[config.mk]
export PLATFORM = sky130hd
export DESIGN_NAME = gf2m_trinomial_mul
export DESIGN_NICKNAME = d
export VERILOG_FILES = /design/src/rtl/gfx_pkg.sv /design/src/rtl/gfx_pairs.sv /design/src/rtl/gfx_group.sv /design/src/rtl/gfx_fold.sv /design/src/rtl/gf2m_trinomial_mul.sv
export SDC_FILE = /design/constraint.sdc
export NUM_CORES = 1
export LEC_CHECK = 0
export ABC_AREA = 1
export CAP_MARGIN = 15
export CORE_UTILIZATION = 30
export CTS_CLUSTER_DIAMETER = 40
export DETAILED_ROUTE_END_ITERATION = 7
export GPL_ROUTABILITY_DRIVEN = 0
export PLACE_DENSITY = 0.57
export SLEW_MARGIN = 20
export SYNTH_ARGS = -nofsm -noshare
export SYNTH_HDL_FRONTEND = slang
export SYNTH_SLANG_ARGS = --single-unit
[constraint.sdc]
create_clock -name clk -period 0.8 [get_ports clk]
set_input_delay 0.16 -clock clk [delete_from_list [all_inputs] [get_ports clk]]
set_output_delay 0.16 -clock clk [all_outputs]
set_load 0.01 [all_outputs]
[src/rtl/gfx_pkg.sv]
package gfx_pkg;

  // Position of cross pair (a,b), a < b, in the flat pair vector.
  function automatic int pair_idx(int a, int b, int m);
    return a * m - (a * (a + 1)) / 2 + (b - a - 1);
  endfunction

  // Product count of a low-half coefficient (S index) or high-half (T index).
  function automatic int s_count(int si);
    return si;
  endfunction

  function automatic int t_count(int ti, int m);
    return m - 1 - ti;
  endfunction

  // First cross pair (ordinal) that belongs to group h of a coefficient
  // whose product count is cnt; groups fill from the low bit upward.
  function automatic int grp_start(int cnt, int h);
    return (cnt >> 1) & ((1 << (h - 1)) - 1);
  endfunction

  // Does high-half coefficient t feed output bit c?  Schedule for
  // y^m + y^n + 1 with 1 <= n <= (m+1)/2, segmented by output position.
  function automatic bit t_pick(int m, int n, int c, int t);
    int l;
    bit hit;
    l = m - n;
    hit = 1'b0;
    if (c <= n - 2) begin
      hit = (t == c) ^ (t == c + l);
    end else if (c == n - 1) begin
      hit = (t == c);
    end else if (c <= 2 * n - 2) begin
      if ((m % 2 == 0) && (2 * n == m))
        hit = (t == c - n);
      else if (c == m - 1)
        hit = (t == c - n) ^ (t == c - n + l);
      else
        hit = (t == c) ^ (t == c - n) ^ (t == c - n + l);
    end else begin
      hit = (t == c - n);
      if (c <= m - 2) hit = hit ^ (t == c);
    end
    return hit;
  endfunction

endpackage

[src/rtl/gfx_pairs.sv]
module gfx_pairs #(
  parameter int M  = 7,
  parameter int NW = M * (M - 1) / 2
) (
  input  logic [M-1:0]  xa,
  input  logic [M-1:0]  za,
  output logic [M-1:0]  vt,
  output logic [NW-1:0] wt
);
  assign vt = xa & za;

  for (genvar a = 0; a < M - 1; a++) begin : g_row
    for (genvar b = a + 1; b < M; b++) begin : g_col
      assign wt[gfx_pkg::pair_idx(a, b, M)] = (xa[a] & za[b]) ^ (xa[b] & za[a]);
    end
  end
endmodule

[src/rtl/gfx_group.sv]
module gfx_group #(
  parameter int M  = 7,
  parameter int K  = 2,
  parameter int NW = M * (M - 1) / 2
) (
  input  logic [M-1:0]           vt,
  input  logic [NW-1:0]          wt,
  output logic [M:1][K:0]        s_sub,
  output logic [M-2:0][K:0]      t_sub
);
  // Low half: coefficient of y^(si-1) before reduction.
  for (genvar si = 1; si <= M; si++) begin : g_s
    for (genvar h = 0; h <= K; h++) begin : g_h
      localparam int CNT = gfx_pkg::s_count(si);
      if (((CNT >> h) & 1) == 0) begin : g_off
        assign s_sub[si][h] = 1'b0;
      end else if (h == 0) begin : g_diag
        assign s_sub[si][h] = vt[(si - 1) / 2];
      end else begin : g_tree
        localparam int GS = 1 << (h - 1);
        localparam int ST = gfx_pkg::grp_start(CNT, h);
        logic [GS-1:0] grp;
        for (genvar r = 0; r < GS; r++) begin : g_r
          assign grp[r] = wt[gfx_pkg::pair_idx(ST + r, si - 1 - ST - r, M)];
        end
        assign s_sub[si][h] = ^grp;
      end
    end
  end

  // High half: coefficient of y^(M+ti) before reduction.
  for (genvar ti = 0; ti <= M - 2; ti++) begin : g_t
    for (genvar h = 0; h <= K; h++) begin : g_h
      localparam int CNT = gfx_pkg::t_count(ti, M);
      if (((CNT >> h) & 1) == 0) begin : g_off
        assign t_sub[ti][h] = 1'b0;
      end else if (h == 0) begin : g_diag
        assign t_sub[ti][h] = vt[(M + ti) / 2];
      end else begin : g_tree
        localparam int GS = 1 << (h - 1);
        localparam int ST = gfx_pkg::grp_start(CNT, h);
        logic [GS-1:0] grp;
        for (genvar r = 0; r < GS; r++) begin : g_r
          assign grp[r] = wt[gfx_pkg::pair_idx(ti + 1 + ST + r, M - 1 - ST - r, M)];
        end
        assign t_sub[ti][h] = ^grp;
      end
    end
  end
endmodule

[src/rtl/gfx_fold.sv]
module gfx_fold #(
  parameter int M = 7,
  parameter int N = 3,
  parameter int K = 2
) (
  input  logic [M:1][K:0]   s_sub,
  input  logic [M-2:0][K:0] t_sub,
  output logic [M-1:0]      prod
);
  for (genvar c = 0; c < M; c++) begin : g_bit
    logic [M-2:0] tpick;
    for (genvar t = 0; t <= M - 2; t++) begin : g_t
      assign tpick[t] = gfx_pkg::t_pick(M, N, c, t) ? (^t_sub[t]) : 1'b0;
    end
    // One flat reduction per output bit; no forced bracketing.
    assign prod[c] = ^{s_sub[c + 1], tpick};
  end
endmodule

[src/rtl/gf2m_trinomial_mul.sv]
module gf2m_trinomial_mul #(
  parameter int M       = 7,
  parameter int N       = 3,
  parameter int REG_OUT = 1
) (
  input  logic         clk,
  input  logic         rst_n,
  input  logic [M-1:0] x_in,
  input  logic [M-1:0] z_in,
  output logic [M-1:0] p_out
);
  localparam int K  = $clog2(M + 1) - 1;
  localparam int NW = M * (M - 1) / 2;
  localparam logic [M-1:0] FOLD_MASK = M'(1) | (M'(1) << N);

  if (M < 3 || N < 1 || 2 * N > M + 1) begin : g_bad_params
    $fatal(1, "gf2m_trinomial_mul: parameters outside 1 <= N <= (M+1)/2, M >= 3");
  end

  logic [M-1:0]        vt;
  logic [NW-1:0]       wt;
  logic [M:1][K:0]     s_sub;
  logic [M-2:0][K:0]   t_sub;
  logic [M-1:0]        prod_c;

  gfx_pairs #(.M(M), .NW(NW)) u_pairs (
    .xa(x_in), .za(z_in), .vt(vt), .wt(wt)
  );

  gfx_group #(.M(M), .K(K), .NW(NW)) u_group (
    .vt(vt), .wt(wt), .s_sub(s_sub), .t_sub(t_sub)
  );

  gfx_fold #(.M(M), .N(N), .K(K)) u_fold (
    .s_sub(s_sub), .t_sub(t_sub), .prod(prod_c)
  );


  zero_in_chk: assert property (@(posedge clk) disable iff (!rst_n)
    ((x_in == '0) || (z_in == '0)) |-> (prod_c == '0));


  unit_in_chk: assert property (@(posedge clk) disable iff (!rst_n)
    (x_in == M'(1)) |-> (prod_c == z_in));


  shift_in_chk: assert property (@(posedge clk) disable iff (!rst_n)
    (x_in == M'(2)) |->
      (prod_c == ({z_in[M-2:0], 1'b0} ^ (z_in[M-1] ? FOLD_MASK : '0))));

  if (REG_OUT != 0) begin : g_reg
    logic [M-1:0] prod_q;
    always_ff @(posedge clk or negedge rst_n) begin
      if (!rst_n) prod_q <= '0;
      else        prod_q <= prod_c;
    end
    assign p_out = prod_q;


    reg_stage_chk: assert property (@(posedge clk) disable iff (!rst_n)
      $past(rst_n) |-> (p_out == $past(prod_c)));
  end else begin : g_comb
    assign p_out = prod_c;
  end
endmodule

==> flow_metrics.env <==
export IMPL_status="finished, violations left"
export IMPL_violated_checks="setup timing"
export IMPL_grt_use_met2=0.3383
export IMPL_layout_drive_gt1_share=0.6025
export IMPL_floorplan_initialDensity=0.3228
export IMPL_num_vias=1332
export IMPL_yosys_cell_count_top_type="nand2_1"
export IMPL_num_rows=21
export IMPL_synth_warning_count=0
export IMPL_timing_final_hold_violations=0
export IMPL_post_synth_cell_area_avg_um2=5.640
export IMPL_ys_top_cells_by_count="107 x nand2_1, 24 x nand3_1, 17 x xnor2_1"
export IMPL_slew_headroom=0.8029
export IMPL_die_width_um=62.86
export IMPL_multi_input_combinational_cell_area_um2=1393
export IMPL_report_final_slew_viol_count=0
export IMPL_timing_critical_path_from_type="input port"
export IMPL_seq_power_share=0.193
export IMPL_worst_setup_path_startpoint="x_in[6]"
export IMPL_cell_internal_pwr_uw=1509
export IMPL_synth_cell_type_count=13
export IMPL_rsz_0062_raised_after_global_routing="yes"
export IMPL_count_of_flip_flops_with_a_built_in_enable_after_synthesis=0
export IMPL_die_area_um2=3951
export IMPL_portBuffers=22
export IMPL_placeableCoreArea_um2=3442
export IMPL_ys_top_cells_by_area="nand2_1 36%, dfrtp_1 16%, xnor2_1 13%"
export IMPL_synthesis_area_um2=1111
export IMPL_top_usage_layer="met2"
export IMPL_post_layout_total_power_uw=2488
export IMPL_cts_sink_count=7
export IMPL_final_seq_area_um2=175.2
export IMPL_setup_slack_of_the_critical_path_after_layout_ns=-0.1290
export IMPL_syn_to_final_growth_pct=99.44
export IMPL_cp_data_required_time_ns=0.91
export IMPL_grt_met1_usage=0.2182
export IMPL_yosysTopAreaCell="nand2_1"
export IMPL_antenna_cells=0
export IMPL_comb_power_share=0.615
export IMPL_total_cts_buffers=3
export IMPL_synth_seq_cells=7
export IMPL_cap_violations=0
export IMPL_seq_total_area_yosys=0.1577
export IMPL_ys_flop_type="dfrtp_1"
export IMPL_clock_power_share=0.192
export IMPL_syn_num_nets=213
export IMPL_grt_start_max_net_pins=9
export IMPL_timing_worst_slew_pin_value_ns=0.2947
export IMPL_drt_pre_antenna_iters=4
export IMPL_power_leakage_uw=0.001145
export IMPL_placed_area_um2=1704
export IMPL_max_root_sink_buffers=2
export IMPL_min_delay_path_class="input port to asynchronous set/reset pin"
export IMPL_synth_top_area_frac=0.3615
export IMPL_fmax_ghz=1.076
export IMPL_drt_antenna_violating_nets=0
export IMPL_io_pins=23
export IMPL_drt_first_iter_violations=26
export IMPL_drc=0
export IMPL_global_route_overflow_total=0
export IMPL_fin_area_um2=2216
export IMPL_largest_reg_flops=7
export IMPL_worstPathMaxFanout=5
export IMPL_num_fill_cells=305
export IMPL_groute_usage_overall=0.1783
export IMPL_switching_share=0.3932
export IMPL_cts_htree_levels=1
export IMPL_vias_per_cell=4.674
export IMPL_groute_layer_met3_usage=0.005474
export IMPL_async_reset_ff_frac=1.000
export IMPL_net_switching_power_uw=978.2
export IMPL_end_kind="register"
export IMPL_clock_root_buffer="clkbuf_8"
export IMPL_period_needed_ns=0.9290
export IMPL_post_drt_wl_per_cell_um=12.45
export IMPL_die_y_um=62.86
export IMPL_nNetsFinal=256
export IMPL_place_detailed_hpwl_mm=2.349
export IMPL_initial_antenna_violation_count=0
export IMPL_post_route_period_util=1.161
export IMPL_vias_in_the_first_global_route=1264
export IMPL_setup_violations_final=14
export IMPL_postSynthCellCount=197
export IMPL_cts_reportedPaths_clkPinSlew_ns=0.04
export IMPL_timing_setup_critical_path_class="input port to register"
export IMPL_drt_wl_total_mm=3.548
export IMPL_power_density_cell_area_nw_per_um2=1123
export IMPL_critPathArrivalTime_ns=1.04
export IMPL_max_vdd_ir_drop_v=0.0003992
export IMPL_tritoncts_clock_tree="done"
export IMPL_grt_first_pass_wirelength_mm=5.609
==> layer usage <==
layer,wire (um),vias up,share of wire
met5,0,-,0
met2,1977,26,0.56
met1,1473,626,0.42
li1,-,678,-
met4,14,0,0.0039
met3,81,2,0.023
==> cell type report <==
type                    instances  share of cell area
multi-input cells             167              0.6285
inverters                      15             0.02541
flip-flops and latches          7             0.07905
well taps                      46             0.02597
repair buffers                 46              0.2208
clock buffers                   4             0.02033
==> cells in the final DEF, fill, tap and decap left out, types with 5 or more instances in the layout <==
cell type	instances
xnor2_2	12
buf_2	7
xor2_1	11
nand2_4	21
dfrtp_1	7
nand2_2	26
buf_8	7
nand3_2	16
nand3_1	7
inv_2	8
buf_6	25
buf_4	5
inv_1	7
nand2_1	56
==> cells by family after synthesis <==
group / count (synthesis) / share of synthesized area
AO/OA/AOI/OAI: 2 / 0.01238
buffers and inverters: 23 / 0.08671
XOR/XNOR: 33 / 0.2669
flip-flops: 7 / 0.1577
AND/OR/NAND/NOR: 132 / 0.4764
==> worst max-delay path, stage by stage <==
cell and delay (ns):
buf_12 0.11, buf_8 0.13, nand2_4 0.07, nand2_4 0.05, o21ai_4 0.07, inv_2 0.06
nand2_2 0.06, nand3_2 0.07, nand2_2 0.10, inv_1 0.04, nand2_1 0.05, nand2_1 0.04
==> worst paths after layout <==
path | slack (ns) | cells past startpoint | endpoint
min in group clk | 0.40 | 4 | p_out[2]
min | 0.19 | 1 | p_out[6]
max | -0.13 | 12 | p_out[4]
max in group asynchronous | 0.38 | 1 | p_out[4]
==> what timing repair did <==
| action | CTS | global route |
|---|---|---|
| setup buffers | 0 | 1 |
| hold endpoints to repair | 0 | 0 |
| setup endpoints to repair | 14 | 14 |
| pin swaps | 38 | 30 |
| hold buffers | 0 | 0 |
| resized for setup | 187 | 42 |
==> power by group through the flow <==
stage	sequential (uW)	clock (uW)	combinational, uW
floorplan	555	0	706
global placement	490	0	1250
detailed placement	492	0	1260
CTS	482	495	1370
global route	488	519	1660
finish	480	479	1530
==> per-stage QoR <==
stage	std cells	setup WS [ns]	util	hold slack, ns	TNS [ns]
final	285	-0.1290	0.6438	0.1907	-1.119
after global routing	285	-0.2007	0.6438	0.2114	-1.732
after CTS	284	-0.1132	0.5852	0.1968	-1.032
after detailed placement	283	-0.8991	0.4951	0.4322	-7.190
after global placement	283	-0.8957	0.4951	0.4329	-7.118
after floorplan	197	-0.1869	-	-0.1356	-1.067
Note: power is estimated with default switching activity, not from simulation.
